## src/rtl/uart_tx_pkg.sv

```systemverilog
package uart_tx_pkg;

  typedef enum logic [2:0] {
    S_IDLE, S_START, S_DATA, S_PAR, S_STOP1, S_STOP2, S_BREAK
  } tx_state_e;

  localparam int OFS_DLO = 0;
  localparam int OFS_DHI = 1;
  localparam int OFS_LCR = 3;

  // parity bit for the selected character length
  function automatic logic par_bit(logic [7:0] d, logic [1:0] len, logic even, logic force_err);
    logic [7:0] m;
    m = d & (8'hFF >> (2'd3 - len));
    return (^m) ^ ~even ^ force_err;
  endfunction

endpackage

```

## src/rtl/uart_tx_regs.sv

```systemverilog
module uart_tx_regs #(
  parameter int ADDR_W = 2
) (
  input  logic              clk,
  input  logic              rst,
  input  logic              reg_we,
  input  logic [ADDR_W-1:0] reg_addr,
  input  logic [7:0]        reg_wdata,
  output logic [7:0]        reg_rdata,
  output logic [7:0]        lcr,
  output logic [15:0]       div_val,
  output logic              push
);
  import uart_tx_pkg::*;

  localparam logic [ADDR_W-1:0] A_DLO = ADDR_W'(OFS_DLO);
  localparam logic [ADDR_W-1:0] A_DHI = ADDR_W'(OFS_DHI);
  localparam logic [ADDR_W-1:0] A_LCR = ADDR_W'(OFS_LCR);

  logic dlab;
  assign dlab = lcr[7];
  assign push = reg_we && (reg_addr == A_DLO) && !dlab;

  always_ff @(posedge clk) begin
    if (rst) begin
      lcr     <= '0;
      div_val <= '0;
    end else if (reg_we) begin
      if (reg_addr == A_LCR) lcr <= reg_wdata;
      if (dlab && reg_addr == A_DLO) div_val[7:0]  <= reg_wdata;
      if (dlab && reg_addr == A_DHI) div_val[15:8] <= reg_wdata;
    end
  end

  always_ff @(posedge clk) begin
    if (rst) begin
      reg_rdata <= '0;
    end else begin
      case (reg_addr)
        A_DLO:   reg_rdata <= dlab ? div_val[7:0]  : 8'h00;
        A_DHI:   reg_rdata <= dlab ? div_val[15:8] : 8'h00;
        A_LCR:   reg_rdata <= lcr;
        default: reg_rdata <= 8'h00;
      endcase
    end
  end
endmodule

```

## src/rtl/uart_tx_fifo.sv

```systemverilog
module uart_tx_fifo #(
  parameter int DEPTH = 8,
  parameter int W     = 8
) (
  input  logic         clk,
  input  logic         rst,
  input  logic         push,
  input  logic [W-1:0] din,
  input  logic         pop,
  input  logic         flush,
  output logic [W-1:0] dout,
  output logic         empty,
  output logic         full
);
  localparam int AW = (DEPTH > 1) ? $clog2(DEPTH) : 1;
  localparam logic [AW-1:0] LAST = AW'(DEPTH - 1);
  localparam logic [AW:0]   CAP  = (AW+1)'(DEPTH);

  logic [W-1:0]  mem [DEPTH];
  logic [AW-1:0] wp, rp;
  logic [AW:0]   cnt, cnt_next;
  logic          do_push, do_pop;

  assign do_push = push && !full && !flush;
  assign do_pop  = pop && !empty && !flush;
  assign dout    = mem[rp];

  always_comb begin
    cnt_next = cnt;
    if (flush) cnt_next = '0;
    else begin
      case ({do_push, do_pop})
        2'b10:   cnt_next = cnt + 1'b1;
        2'b01:   cnt_next = cnt - 1'b1;
        default: cnt_next = cnt;
      endcase
    end
  end

  always_ff @(posedge clk) begin
    if (do_push) mem[wp] <= din;
  end

  always_ff @(posedge clk) begin
    if (rst || flush) begin
      wp <= '0;
      rp <= '0;
    end else begin
      if (do_push) wp <= (wp == LAST) ? '0 : wp + 1'b1;
      if (do_pop)  rp <= (rp == LAST) ? '0 : rp + 1'b1;
    end
  end

  always_ff @(posedge clk) begin
    if (rst) begin
      cnt   <= '0;
      empty <= 1'b1;
      full  <= 1'b0;
    end else begin
      cnt   <= cnt_next;
      empty <= (cnt_next == '0);
      full  <= (cnt_next == CAP);
    end
  end
endmodule

```

## src/rtl/uart_tx_ser.sv

```systemverilog
module uart_tx_ser (
  input  logic       clk,
  input  logic       rst,
  input  logic       tick,
  input  logic       brk_req,
  input  logic       pen,
  input  logic       even_par,
  input  logic       force_err,
  input  logic       stop2,
  input  logic [1:0] len,
  input  logic       f_empty,
  input  logic [7:0] f_data,
  output logic       f_pop,
  output logic       f_flush,
  output logic       txd,
  output logic       in_break,
  output logic       tx_idle
);
  import uart_tx_pkg::*;

  tx_state_e  state;
  logic [7:0] shreg;
  logic [3:0] bitcnt, nbits;
  logic [1:0] len_q;
  logic       pen_q, par_q, stop2_q;
  logic       brk_entry, load_slot;

  assign nbits     = 4'd5 + {2'b00, len_q};
  assign brk_entry = tick && brk_req && (state != S_BREAK);
  assign load_slot = (state == S_IDLE) || (state == S_STOP2) ||
                     (state == S_STOP1 && !stop2_q);
  assign f_flush   = brk_entry;
  assign f_pop     = tick && !brk_entry && load_slot && !f_empty;
  assign in_break  = (state == S_BREAK);
  assign tx_idle   = (state == S_IDLE);

  always_ff @(posedge clk) begin
    if (rst) begin
      state   <= S_IDLE;
      txd     <= 1'b1;
      shreg   <= '0;
      bitcnt  <= '0;
      len_q   <= '0;
      pen_q   <= 1'b0;
      par_q   <= 1'b0;
      stop2_q <= 1'b0;
    end else if (tick) begin
      if (brk_entry) begin
        state <= S_BREAK;
        txd   <= 1'b0;
      end else if (state == S_BREAK) begin
        if (!brk_req) begin
          state <= S_IDLE;
          txd   <= 1'b1;
        end
      end else if (load_slot) begin
        if (!f_empty) begin
          shreg   <= f_data;
          len_q   <= len;
          pen_q   <= pen;
          stop2_q <= stop2;
          par_q   <= par_bit(f_data, len, even_par, force_err);
          txd     <= 1'b0;
          state   <= S_START;
        end else begin
          txd   <= 1'b1;
          state <= S_IDLE;
        end
      end else begin
        case (state)
          S_START: begin
            txd    <= shreg[0];
            shreg  <= shreg >> 1;
            bitcnt <= 4'd1;
            state  <= S_DATA;
          end
          S_DATA: begin
            if (bitcnt == nbits) begin
              if (pen_q) begin
                txd   <= par_q;
                state <= S_PAR;
              end else begin
                txd   <= 1'b1;
                state <= S_STOP1;
              end
            end else begin
              txd    <= shreg[0];
              shreg  <= shreg >> 1;
              bitcnt <= bitcnt + 1'b1;
            end
          end
          S_PAR: begin
            txd   <= 1'b1;
            state <= S_STOP1;
          end
          S_STOP1: begin
            txd   <= 1'b1;
            state <= S_STOP2;
          end
          default: begin
            txd   <= 1'b1;
            state <= S_IDLE;
          end
        endcase
      end
    end
  end
endmodule

```

## src/rtl/uart_tx_brk.sv

```systemverilog
module uart_tx_brk #(
  parameter int DEPTH  = 8,
  parameter int ADDR_W = 2
) (
  input  logic              clk,
  input  logic              rst,
  input  logic              reg_we,
  input  logic [ADDR_W-1:0] reg_addr,
  input  logic [7:0]        reg_wdata,
  output logic [7:0]        reg_rdata,
  input  logic              baud_tick,
  output logic [15:0]       baud_div,
  output logic              txd,
  output logic              thr_empty
);
  logic [7:0] lcr;
  logic       push, f_pop, f_flush, f_full;
  logic [7:0] f_data;
  logic       ser_in_break, ser_idle;

  uart_tx_regs #(.ADDR_W(ADDR_W)) i_regs (
    .clk(clk), .rst(rst), .reg_we(reg_we), .reg_addr(reg_addr),
    .reg_wdata(reg_wdata), .reg_rdata(reg_rdata), .lcr(lcr),
    .div_val(baud_div), .push(push)
  );

  uart_tx_fifo #(.DEPTH(DEPTH), .W(8)) i_fifo (
    .clk(clk), .rst(rst), .push(push), .din(reg_wdata), .pop(f_pop),
    .flush(f_flush), .dout(f_data), .empty(thr_empty), .full(f_full)
  );

  uart_tx_ser i_ser (
    .clk(clk), .rst(rst), .tick(baud_tick), .brk_req(lcr[6]),
    .pen(lcr[3]), .even_par(lcr[4]), .force_err(lcr[5]), .stop2(lcr[2]),
    .len(lcr[1:0]), .f_empty(thr_empty), .f_data(f_data), .f_pop(f_pop),
    .f_flush(f_flush), .txd(txd), .in_break(ser_in_break), .tx_idle(ser_idle)
  );
endmodule

```

## config.mk

```make
export PLATFORM = sky130hd
export DESIGN_NAME = uart_tx_brk
export DESIGN_NICKNAME = d
export VERILOG_FILES = /design/src/rtl/uart_tx_pkg.sv /design/src/rtl/uart_tx_regs.sv /design/src/rtl/uart_tx_fifo.sv /design/src/rtl/uart_tx_ser.sv /design/src/rtl/uart_tx_brk.sv
export SDC_FILE = /design/constraint.sdc
export NUM_CORES = 1
export LEC_CHECK = 0
export ABC_AREA = 1
export BUFFER_PORTS_ARGS = -buffer_cell sky130_fd_sc_hd__buf_2
export CAP_MARGIN = 20
export CORE_AREA = 2 2 126 128
export CTS_BUF_LIST = sky130_fd_sc_hd__clkbuf_4
export DETAILED_ROUTE_END_ITERATION = 16
export DIE_AREA = 0 0 128 130
export GPL_TIMING_DRIVEN = 1
export PLACE_DENSITY = 0.64
export SYNTH_ARGS = -nofsm -noshare
export SYNTH_HDL_FRONTEND = slang
export SYNTH_SLANG_ARGS = --single-unit
export TNS_END_PERCENT = 5
```

## constraint.sdc

```tcl
create_clock -name clk -period 6.2 [get_ports clk]
set_clock_uncertainty 0.05 [all_clocks]
set_input_delay 1.86 -clock clk [delete_from_list [all_inputs] [get_ports clk]]
set_output_delay 1.86 -clock clk [all_outputs]
set_load 0.01 [all_outputs]
```

==> results of run 1 <==
-- worst max path at each step --
| stage | from | endpoint | slack (ns) | depth (start not counted) |
|---|---|---|---|---|
| 6_report | baud_tick | i_fifo.empty$_SDFF_PP1_ | 2.51 | 21 |
| 5_1_grt | baud_tick | i_fifo.empty$_SDFF_PP1_ | 2.31 | 21 |
| 4_1_cts | baud_tick | i_fifo.empty$_SDFF_PP1_ | 2.59 | 21 |
| 3_5_place_dp | baud_tick | i_fifo.empty$_SDFF_PP1_ | 1.94 | 21 |
| 3_3_place_gp | baud_tick | i_fifo.empty$_SDFF_PP1_ | 1.99 | 21 |
| 2_1_floorplan | baud_tick | i_fifo.empty$_SDFF_PP1_ | 2.34 | 21 |
-- routing by layer --
metal	up-vias	global-route usage, %
li1	2407	-
met1	2157	22.4
met2	116	28.4
met3	19	4.39
met4	0	6.72
met5	-	0
-- cell type report --
type | count | area (sq um)
Antenna cell | 1 | 2.50
Clock buffer | 19 | 143
Clock inverter | 13 | 156
Fill cell | 1521 | 8820
Inverter | 118 | 445
Multi-Input combinational cell | 438 | 2120
Sequential cell | 132 | 3280
Tap cell | 192 | 240
Timing Repair Buffer | 42 | 215
-- cell usage in the layout (no fill, tap or decap), types with 3 or more instances in the layout --
cell type,n
nand2_1,180
inv_1,112
nand3_1,74
dfxtp_1,68
edfxtp_1,64
o21ai_0,46
a21oi_1,46
buf_2,39
nor2_1,31
clkbuf_4,20
nor3_1,9
ha_1,9
a22oi_1,7
o21ai_1,6
a31oi_1,5
inv_2,4
xnor2_1,3
nand4_1,3
bufinv_16,3
clkinv_2,3
-- synth_stat cells (4+ instances only) --
| cell type | instances | area [sq um] |
|---|---|---|
| nor3_1 | 9 | 45.0 |
| inv_1 | 112 | 420 |
| o21ai_0 | 46 | 230 |
| clkbuf_1 | 10 | 37.5 |
| nor2_1 | 31 | 116 |
| nand3_1 | 74 | 370 |
| buf_4 | 4 | 30.0 |
| a21oi_1 | 46 | 230 |
| a22oi_1 | 7 | 52.6 |
| nand2_1 | 180 | 676 |
| ha_1 | 9 | 113 |
| buf_2 | 7 | 35.0 |
| a31oi_1 | 5 | 31.3 |
| inv_2 | 4 | 15.0 |
| o21ai_1 | 6 | 30.0 |
| dfxtp_1 | 68 | 1360 |
| edfxtp_1 | 64 | 1920 |
-- flip-flops by register name (all words and copies together), names as in the netlist, 2 cells and up, named ones only --
register          flops
i_regs.reg_rdata      8
i_fifo.mem           64
i_ser.len_q           2
i_fifo.cnt            4
i_ser.bitcnt          4
i_fifo.wp             3
i_fifo.rp             3
i_ser.state           3
i_ser.shreg           8
i_regs.lcr            8
i_regs.div_val       16
-- worst reg2reg max path, cell delays in order, from the launching register on --
cell      delay, ns
dfxtp_1        0.48
and3_1         0.21
inv_2          0.07
nand2_4        0.11
inv_4          0.07
nor2_8         0.10
nand4_4        0.13
inv_2          0.21
ha_1           0.29
nand2_1        0.08
inv_1          0.07
nor2_1         0.05
ha_1           0.17
a21oi_1        0.15
a21oi_1        0.08
o21ai_0        0.08
o211ai_1       0.13
nand3_1        0.11
nand2_1        0.06
nand2_1        0.10
inv_1          0.04
-- cell families (layout without fill, tap and decap cells) --
| kind of cell | Yosys count | count (layout) | share of synthesized area [%] |
|---|---|---|---|
| adders and majority gates | 9 | 9 | 1.88 |
| and+or+nand+nor | 308 | 308 | 22.4 |
| buffers and inverters | 142 | 192 | 9.61 |
| other | 0 | 1 | 0 |
| DFF | 132 | 132 | 54.9 |
| xor gates and xnor gates | 4 | 4 | 0.586 |
| AOI/OAI and AO/OA | 117 | 117 | 10.6 |
-- through the flow --
step	hold WS [ns]	power, W
2_1_floorplan	0.374	0.00130
3_3_place_gp	0.386	0.00138
3_5_place_dp	0.389	0.00138
4_1_cts	0.407	0.00200
5_1_grt	0.436	0.00209
6_report	0.402	0.00197
-- power groups by stage --
stage	Combinational, W	Sequential (W)	Clock [W]
4_1_cts	0.000368	0.000996	0.000632
3_5_place_dp	0.000367	0.00102	0
3_3_place_gp	0.000364	0.00102	0
2_1_floorplan	0.000290	0.00101	0
5_1_grt	0.000423	0.00100	0.000663
6_report	0.000367	0.000996	0.000610
==> impl_metrics.ini, run 1 <==
[outcome]
status = finished, final reports clean

[setup_path]
cp_cell_sequence = buf_2, nand2_1, inv_1, nand2_4, inv_4, nor2_8, nand4_4, inv_2, ha_1, nand2_1, inv_1, nor2_1, ha_1, a21oi_1, a21oi_1, o21ai_0, o211ai_1, nand3_1, nand2_1, nand2_1, inv_1
critical_path_buf_inv_count = 6
cp_common_cell = nand2_1
max_stage_delay_ns = 0.29
critical_path_class = input port to register
rr_worst_depth = 20
worstPathArrival_ns = 4.12
rr_startpoint = i_ser.state[2]$_SDFFE_PP0P_
cp.required_ns = 6.63
regToRegEndpoint = i_fifo.empty$_SDFF_PP1_
rrSetupSlack_ns = 3.30
cp_top_family = simple AND/OR/NAND/NOR gates
worstPathMaxFanout = 14
critPathCaptureType = register
crit_path_start_kind = input port
cpMaxStageDelayCell = ha_1

[global_route]
grt.overflow.total = 0
track_usage_pct = 17.4
antenna_found_initial = 0
grt_max_degree = 36
grt_pass1_vias = 4280
grt_pass1_wl_microns = 22000

[route]
dr_wl_met2_microns = 6520
drc = 0
wire_per_inst_microns = 14.2
met1_length_microns = 6170
drt_first_pass_iters = 6
num_vias = 4699
met3_length_microns = 624
vias_per_cell = 4.92
drtAntennaViolNets = 0
first_iter_violations = 359
top_layer = met4
wirelength_microns = 13600

[place]
port_buffers = 39
post-place-ws_ns = 1.94
dpl_cell_area_sq_um = 6290
dp_hpwl_microns = 9380
dp_cells = 920
globalplace.congestion = 0.825

[clock_network]
cts_hold_buf = 0
clk_pin_slew_ns = 0.12
clock_latency_ns = 0.56
cts_tree = yes
clkSinkCount = 132
postCtsSetupRepairBufs = 0
numCtsBuffers = 17
clock_path_buffers = 2
htree_levels = 4
post_cts_resized = 0
root_buffer = clkbuf_4

[finish]
final_util_pct = 42.8
layout-drive-gt1-share_pct = 11.4
layout.nets = 772
finalInstanceArea_sq_um = 6610
final_cells = 955
syn_to_final_growth_pct = 10.5

[timing]
setup_viol = 0
drv_slew = 0
fmax_ghz = 0.271
finalCritPeriodShare_pct = 59.6
postLayoutSetupSlackWorst_ns = 2.51
max_slew_margin_pct = 28.6
hold_viol = 0
finalSetupTns_ns = 0
grt_setup_unrepaired = false
finalWorstPathRequiredPeriod_ns = 3.69
tightest_slew_ns = 1.06

[die]
initial_utilization_pct = 38.7
die_w_microns = 128
die-height_microns = 130
dieArea_sq_um = 16600
pin_count = 40
coreArea_sq_um = 15400
fp-row-count = 46

[synth]
yosysSeqAreaShare_pct = 54.9
synthFlopType = dfxtp_1
yosysWarnings = 0
synth_nets = 735
ys_seq_elements = 132
ys_types = 38
syn_inst = 712
synth_edf_count = 64
async_reset_ff_share_pct = 0
syn_area_per_cell_sq_um = 8.39
synth_area_sq_um = 5980

[worst_hold_path]
hold_path_class = register to register
min-delay-start = i_ser.shreg[6]$_SDFFE_PP0P_
min_to = i_ser.shreg[6]$_SDFFE_PP0P_
hold_depth = 2

[pwr]
leakage_nw = 2.90
p_int_w = 0.00137
power.switching_w = 0.000607
pwr-share-comb_pct = 18.6
peakVddDrop_v = 0.000192
power.share.sequential_pct = 50.5
powerDensity_nw_per_um2 = 299
power.share.clock_pct = 30.9
switching_share_pct = 30.7

[job]
maxCapViolCount = 0
No activity file was read; power rests on OpenSTA's default activity.
==> inputs of run 2 (changes only) <==
--- a/config.mk
+++ b/config.mk
@@ -5,13 +5,13 @@
 export SDC_FILE = /design/constraint.sdc
 export NUM_CORES = 1
 export LEC_CHECK = 0
-export ABC_AREA = 1
+export ABC_AREA = 0
 export BUFFER_PORTS_ARGS = -buffer_cell sky130_fd_sc_hd__buf_2
 export CAP_MARGIN = 20
-export CORE_AREA = 2 2 126 128
+export CORE_AREA = 2 2 122 124
 export CTS_BUF_LIST = sky130_fd_sc_hd__clkbuf_4
 export DETAILED_ROUTE_END_ITERATION = 16
-export DIE_AREA = 0 0 128 130
+export DIE_AREA = 0 0 124 126
 export GPL_TIMING_DRIVEN = 1
 export PLACE_DENSITY = 0.64
 export SYNTH_ARGS = -nofsm -noshare
==> constraint.sdc (replaced) <==
create_clock -name clk -period 3.79 [get_ports clk]
set_clock_uncertainty 0.05 [all_clocks]
set_input_delay 1.137 -clock clk [delete_from_list [all_inputs] [get_ports clk]]
set_output_delay 1.137 -clock clk [all_outputs]
set_load 0.01 [all_outputs]
==> run 2 against run 1 <==
  * Sequential power rose by 57%
  * Design area fell by 3.9%
  * Worst hold slack improved by 0.026 ns
  * Synthesized cell count fell by 31%
  * Combinational power fell by 31%
  * Critical path type unchanged
==> impl_metrics.ini, run 2 <==
[finish]
layout-drive-gt1-share_pct = 20.1
regMostFlops = i_fifo.mem
layout_common_cells = nand2_1, dfxtp_1, edfxtp_1
largest_reg_flops = 64
layout.nets = 562
reg.largest.list = i_fifo.mem (64), i_regs.div_val (16)
syn_to_final_growth_pct = 12.2

[die]
pin_count = 40
initial_utilization_pct = 39.5
die_w_microns = 124
die-height_microns = 126
fp-row-count = 44
dieArea_sq_um = 15600
coreArea_sq_um = 14300

[pwr]
power.share.sequential_pct = 58.8
power.switching_w = 0.000634
power_w = 0.00265
pwr-share-comb_pct = 9.6
p_int_w = 0.00202
switching_share_pct = 23.9
power.share.clock_pct = 31.6
peakVddDrop_v = 0.000202
leakage_nw = 2.32
powerDensity_nw_per_um2 = 417

[timing]
hold_slack_ns = 0.428
fmax_ghz = 0.329
tightest_slew_ns = 0.843
finalCritPeriodShare_pct = 80.3
grt_setup_unrepaired = false
hold_viol = 0
setup_viol = 0
finalSetupTns_ns = 0
max_slew_margin_pct = 43.7
postLayoutSetupSlackWorst_ns = 0.746
drv_slew = 0
finalWorstPathRequiredPeriod_ns = 3.04

[setup_path]
rr_worst_depth = 13
critPathCaptureType = register
startpoint = reg_addr[0]
critical_path_buf_inv_count = 1
regToRegEndpoint = i_fifo.empty$_SDFF_PP1_
cp_top_family = simple AND/OR/NAND/NOR gates
cp_cell_sequence = buf_2, nand2b_1, nor4_1, nand2_1, ha_1, xor2_1, ha_1, a21oi_1, xor2_1, nor2_1, xnor2_1, a311o_1
crit_path_start_kind = input port
rrSetupSlack_ns = 0.79
crit_end = i_fifo.empty$_SDFF_PP1_
cpMaxStageDelayCell = nor4_1
max_stage_delay_ns = 0.32
worstPathArrival_ns = 3.41
critical_path_class = input port to register
rr_startpoint = i_ser.state[2]$_SDFFE_PP0P_
cp.required_ns = 4.15
cp.depth = 12
worstPathMaxFanout = 6

[synth]
yosysSeqAreaShare_pct = 58.0
synthTopCellsByCount = dfxtp_1, nand2_1, edfxtp_1
synth_area_sq_um = 5660
syn_area_per_cell_sq_um = 11.6
ys_types = 55
async_reset_ff_share_pct = 0
synthFlopType = dfxtp_1
syn_inst = 489
yosysWarnings = 0
synth_nets = 512
synth_edf_count = 64
synthTopCellsByArea = edfxtp_1, dfxtp_1, nand2_1
yosysTopAreaCellShare_pct = 34.0
yosys.area.top_type = edfxtp_1
ys_seq_elements = 132

[clock_network]
clkSinkCount = 132
postCtsSetupRepairBufs = 0
cts_tree = yes
numCtsBuffers = 17
clock_path_buffers = 2
root_buffer = clkbuf_4
htree_levels = 4
clock_latency_ns = 0.53
cts_hold_buf = 0
post_cts_resized = 0
clk_pin_slew_ns = 0.11

[place]
post-place-ws_ns = 0.243
port_buffers = 39
dp_hpwl_microns = 8340
globalplace.congestion = 0.800

[global_route]
grt_pass1_vias = 3685
grt.overflow.total = 0
track_usage_pct = 16.3
antenna_found_initial = 1
grt_pass1_wl_microns = 18900
grt_max_degree = 33

[outcome]
status = finished, final reports clean

[route]
drc = 0
num_vias = 3881
first_iter_violations = 188
vias_per_cell = 5.27
wirelength_microns = 12000
wire_per_inst_microns = 16.2
drt_first_pass_iters = 4
drtAntennaViolNets = 0

[worst_hold_path]
hold_path_class = register to register

[job]
maxCapViolCount = 0
## run 2: metrics by stage
stage | cells | util, % | instance area, sq um
floorplan | 489 | - | 5660
global placement | 704 | 42.6 | 6100
detailed placement | 704 | 42.6 | 6100
CTS | 736 | 44.3 | 6350
global route | 737 | 44.4 | 6350
finish | 737 | 44.4 | 6350
## run 2: power by group through the flow
stage                     combinational, W  clock (W)  sequential [W]
after floorplan                   0.000198          0         0.00158
after global placement            0.000247          0         0.00159
after detailed placement          0.000253          0         0.00159
after CTS                         0.000255   0.000865         0.00156
after global routing              0.000281   0.000919         0.00156
final                             0.000254   0.000837         0.00156
## run 2: final cells by class
class                      instances  area (sq um)
antenna                            1          2.50
clock buffer                      25           188
clock inverter                     7          60.1
fill                            1329          7970
inverter                           9          33.8
multi-input combinational        321          2210
sequential                       132          3280
tap                              184           230
timing repair buffer              58           338
## run 2: worst min path at each step
stage | cells past startpoint | endpoint | startpoint
after detailed placement | 2 | i_regs.div_val[11]$_SDFFE_PP0P_ | i_regs.div_val[11]$_SDFFE_PP0P_
after floorplan | 2 | i_ser.len_q[1]$_SDFFE_PP0P_ | i_ser.len_q[1]$_SDFFE_PP0P_
after global placement | 2 | i_regs.div_val[13]$_SDFFE_PP0P_ | i_regs.div_val[13]$_SDFFE_PP0P_
after CTS | 2 | i_regs.div_val[11]$_SDFFE_PP0P_ | i_regs.div_val[11]$_SDFFE_PP0P_
after global routing | 2 | i_regs.div_val[2]$_SDFFE_PP0P_ | i_regs.div_val[2]$_SDFFE_PP0P_
final | 2 | i_ser.shreg[6]$_SDFFE_PP0P_ | i_ser.shreg[6]$_SDFFE_PP0P_
## run 2: cell families (layout without fill, tap and decap cells)
logic type | after synthesis | in the layout | share of synthesized area, %
buffers and inverters | 36 | 99 | 2.90
AO/OA/AOI/OAI | 88 | 88 | 9.48
XOR/XNOR | 14 | 14 | 2.92
other | 0 | 1 | 0
multiplexers | 40 | 40 | 11.1
AND/OR/NAND/NOR | 170 | 170 | 13.6
flip-flops | 132 | 132 | 58.0
adder cells (fa/ha/maj) | 9 | 9 | 1.99
## run 2: per-layer routing
| layer | global-route usage [%] | share of wire, % | up-vias |
|---|---|---|---|
| met1 | 20.5 | 43 | 1881 |
| met2 | 26.6 | 51 | 99 |
| met3 | 3.89 | 4.7 | 15 |
| met5 | 0 | 0 | - |
| met4 | 7.20 | 1.6 | 0 |
| li1 | - | - | 1886 |
## run 2: worst register-to-register path: cells and delay by family, from the launching register on
kind	cells	cell delay [ns]
AOI/OAI and AO/OA	3	0.68
adders and majority gates	2	0.45
and+or+nand+nor	3	0.37
xor gates and xnor gates	3	0.43
DFF	1	0.61
buffers and inverters	2	0.32
==> inputs of run 3 (changes only) <==
--- a/config.mk
+++ b/config.mk
@@ -13,7 +13,7 @@
 export DETAILED_ROUTE_END_ITERATION = 16
 export DIE_AREA = 0 0 124 126
 export GPL_TIMING_DRIVEN = 1
-export PLACE_DENSITY = 0.64
+export PLACE_DENSITY = 0.66
 export SYNTH_ARGS = -nofsm -noshare
 export SYNTH_HDL_FRONTEND = slang
 export SYNTH_SLANG_ARGS = --single-unit
==> constraint.sdc (replaced) <==
create_clock -name clk -period 2.64 [get_ports clk]
set_clock_uncertainty 0.05 [all_clocks]
set_input_delay 0.792 -clock clk [delete_from_list [all_inputs] [get_ports clk]]
set_output_delay 0.792 -clock clk [all_outputs]
set_load 0.01 [all_outputs]
==> run 3 against run 2 <==
  * Sequential share of layout area down 2.1 points
  * Sequential cell count unchanged
  * Worst setup slack got worse by 0.57 ns
  * Clock power rose by 77%
  * Final cell count up 2.6%
  * Routed wire length grew 3.4%
  * Utilization is 1.9 points higher
  * Non-clock buffer count is 19 higher
  * Design area up 4.4%
  * Critical endpoint unchanged
  * Largest cell class unchanged
  * Largest power group unchanged
  * Highest routed layer unchanged
==> impl_metrics.ini, run 3 (synthesis gave the netlist of run 2 again) <==
[outcome]
status = finished, final reports clean

[die]
coreArea_sq_um = 14300
die_w_microns = 124
dieArea_sq_um = 15600
die-height_microns = 126
pin_count = 40
initial_utilization_pct = 39.5
fp-row-count = 44

[setup_path]
critical_path_class = register to register
worstPathMaxFanout = 3
crit_path_start_kind = register
worstPathArrival_ns = 2.84
cp.required_ns = 3.01
rr_worst_depth = 12
critPathCaptureType = register

[finish]
largest_reg_flops = 64
finalInstanceArea_sq_um = 6630
syn_to_final_growth_pct = 17.1
fill_cells = 1301
multi_input_area_sq_um = 2260
final_common_cell = nand2_1
area.sequential_sq_um = 3290
regMostFlops = i_fifo.mem
layout-drive-gt1-share_pct = 24.0
layout_common_cells = nand2_1, dfxtp_1, edfxtp_1
reg.largest.list = i_fifo.mem (64), i_regs.div_val (16)
final_cells = 756
final_util_pct = 46.3
layout.nets = 581

[clock_network]
clkSinkCount = 132
htree_levels = 4
root_buffer = clkbuf_4
clk_pin_slew_ns = 0.11
cts_tree = yes
numCtsBuffers = 17
clock_latency_ns = 0.54
clock_path_buffers = 2
cts_hold_buf = 0

[worst_hold_path]
hold_depth = 2
hold_path_class = register to register

[timing]
grt_setup_unrepaired = false
tightest_slew_ns = 0.540
fmax_ghz = 0.405
finalWorstPathRequiredPeriod_ns = 2.47
finalCritPeriodShare_pct = 93.4
max_slew_margin_pct = 63.1
setup_viol = 0
hold_viol = 0
drv_slew = 0
postLayoutSetupSlackWorst_ns = 0.174

[route]
num_vias = 3953
first_iter_violations = 325
drtAntennaViolNets = 0
wire_per_inst_microns = 16.4
drt_first_pass_iters = 4
drc = 0
wirelength_microns = 12400
vias_per_cell = 5.23

[global_route]
grt.overflow.total = 0
grt_max_degree = 32
grt_pass1_wl_microns = 20400
track_usage_pct = 17.1
antenna_found_initial = 1
grt_pass1_vias = 3972

[pwr]
power.share.sequential_pct = 54.1
power_w = 0.00412
powerDensity_nw_per_um2 = 621
peakVddDrop_v = 0.000350
switching_share_pct = 23.9
leakage_nw = 2.45
power.share.clock_pct = 36.0
power.switching_w = 0.000983
p_int_w = 0.00313
pwr-share-comb_pct = 10.0

[place]
dp_cells = 723
port_buffers = 39
globalplace.congestion = 0.838
dp_hpwl_microns = 8650
post-place-ws_ns = -0.294
dpl_cell_area_sq_um = 6300

[job]
maxCapViolCount = 0
run 3: changes by cell type in the layout (fill, tap and decap cells not counted), moves of 2 or more:
cell,delta
buf_4,+18
clkbuf_4,-7
bufinv_16,+3
clkinv_4,+3
dfxtp_1,-2
dfxtp_2,+2
ha_1,-2
run 3: per-layer routing:
metal,up-vias,part of all wire (%),global-route usage [%]
li1,1924,-,-
met1,1908,43,20.7
met2,104,52,29.7
met3,17,4.1,3.62
met4,0,1.7,6.41
met5,-,0,0
run 3: path summary, 6_finish.rpt:
kind                          startpoint                           to  slack, ns
min          i_ser.shreg[6]$_SDFFE_PP0P_  i_ser.shreg[6]$_SDFFE_PP0P_       0.42
min reg2reg  i_ser.shreg[6]$_SDFFE_PP0P_  i_ser.shreg[6]$_SDFFE_PP0P_       0.42
max reg2reg   i_ser.stop2_q$_SDFFE_PP0P_      i_fifo.empty$_SDFF_PP1_       0.17
max           i_ser.stop2_q$_SDFFE_PP0P_      i_fifo.empty$_SDFF_PP1_       0.17
run 3: critical path, stage by stage (launching register included):
cell,delay (ns)
dfxtp_1,0.35
nor2b_1,0.16
a211oi_2,0.25
nand4b_1,0.17
inv_2,0.12
ha_4,0.14
xor2_1,0.17
ha_2,0.22
a21oi_2,0.04
xor2_1,0.16
nor2_1,0.12
xnor2_1,0.12
a311o_1,0.29
run 3: through the flow:
step	setup TNS (ns)	hold slack, ns
after floorplan	-1.32	0.390
after global placement	-0.428	0.402
after detailed placement	-0.859	0.412
after CTS	0	0.427
after global routing	0	0.454
final	0	0.423
run 3: area by class of cell:
cell class / instances / area share (%)
Sequential cell: 132 / 49.6
Multi-Input combinational cell: 321 / 34.1
Timing Repair Buffer: 77 / 7.44
Tap cell: 184 / 3.47
Clock inverter: 14 / 2.79
Clock buffer: 18 / 2.04
Inverter: 9 / 0.510
Antenna cell: 1 / 0.0378
run 3: power by group through the flow:
stage               Clock [W]  Sequential, W  Combinational, W
detailed placement          0        0.00227          0.000412
finish                0.00148        0.00223          0.000410
global placement            0        0.00227          0.000398
floorplan                   0        0.00226          0.000293
global route          0.00161        0.00223          0.000453
CTS                   0.00151        0.00223          0.000414
run 3: repair_timing:
action / CTS / global route
endpoints found under the setup margin: 0 / 1
resized for setup: 0 / 2
buffers inserted: 0 / 0
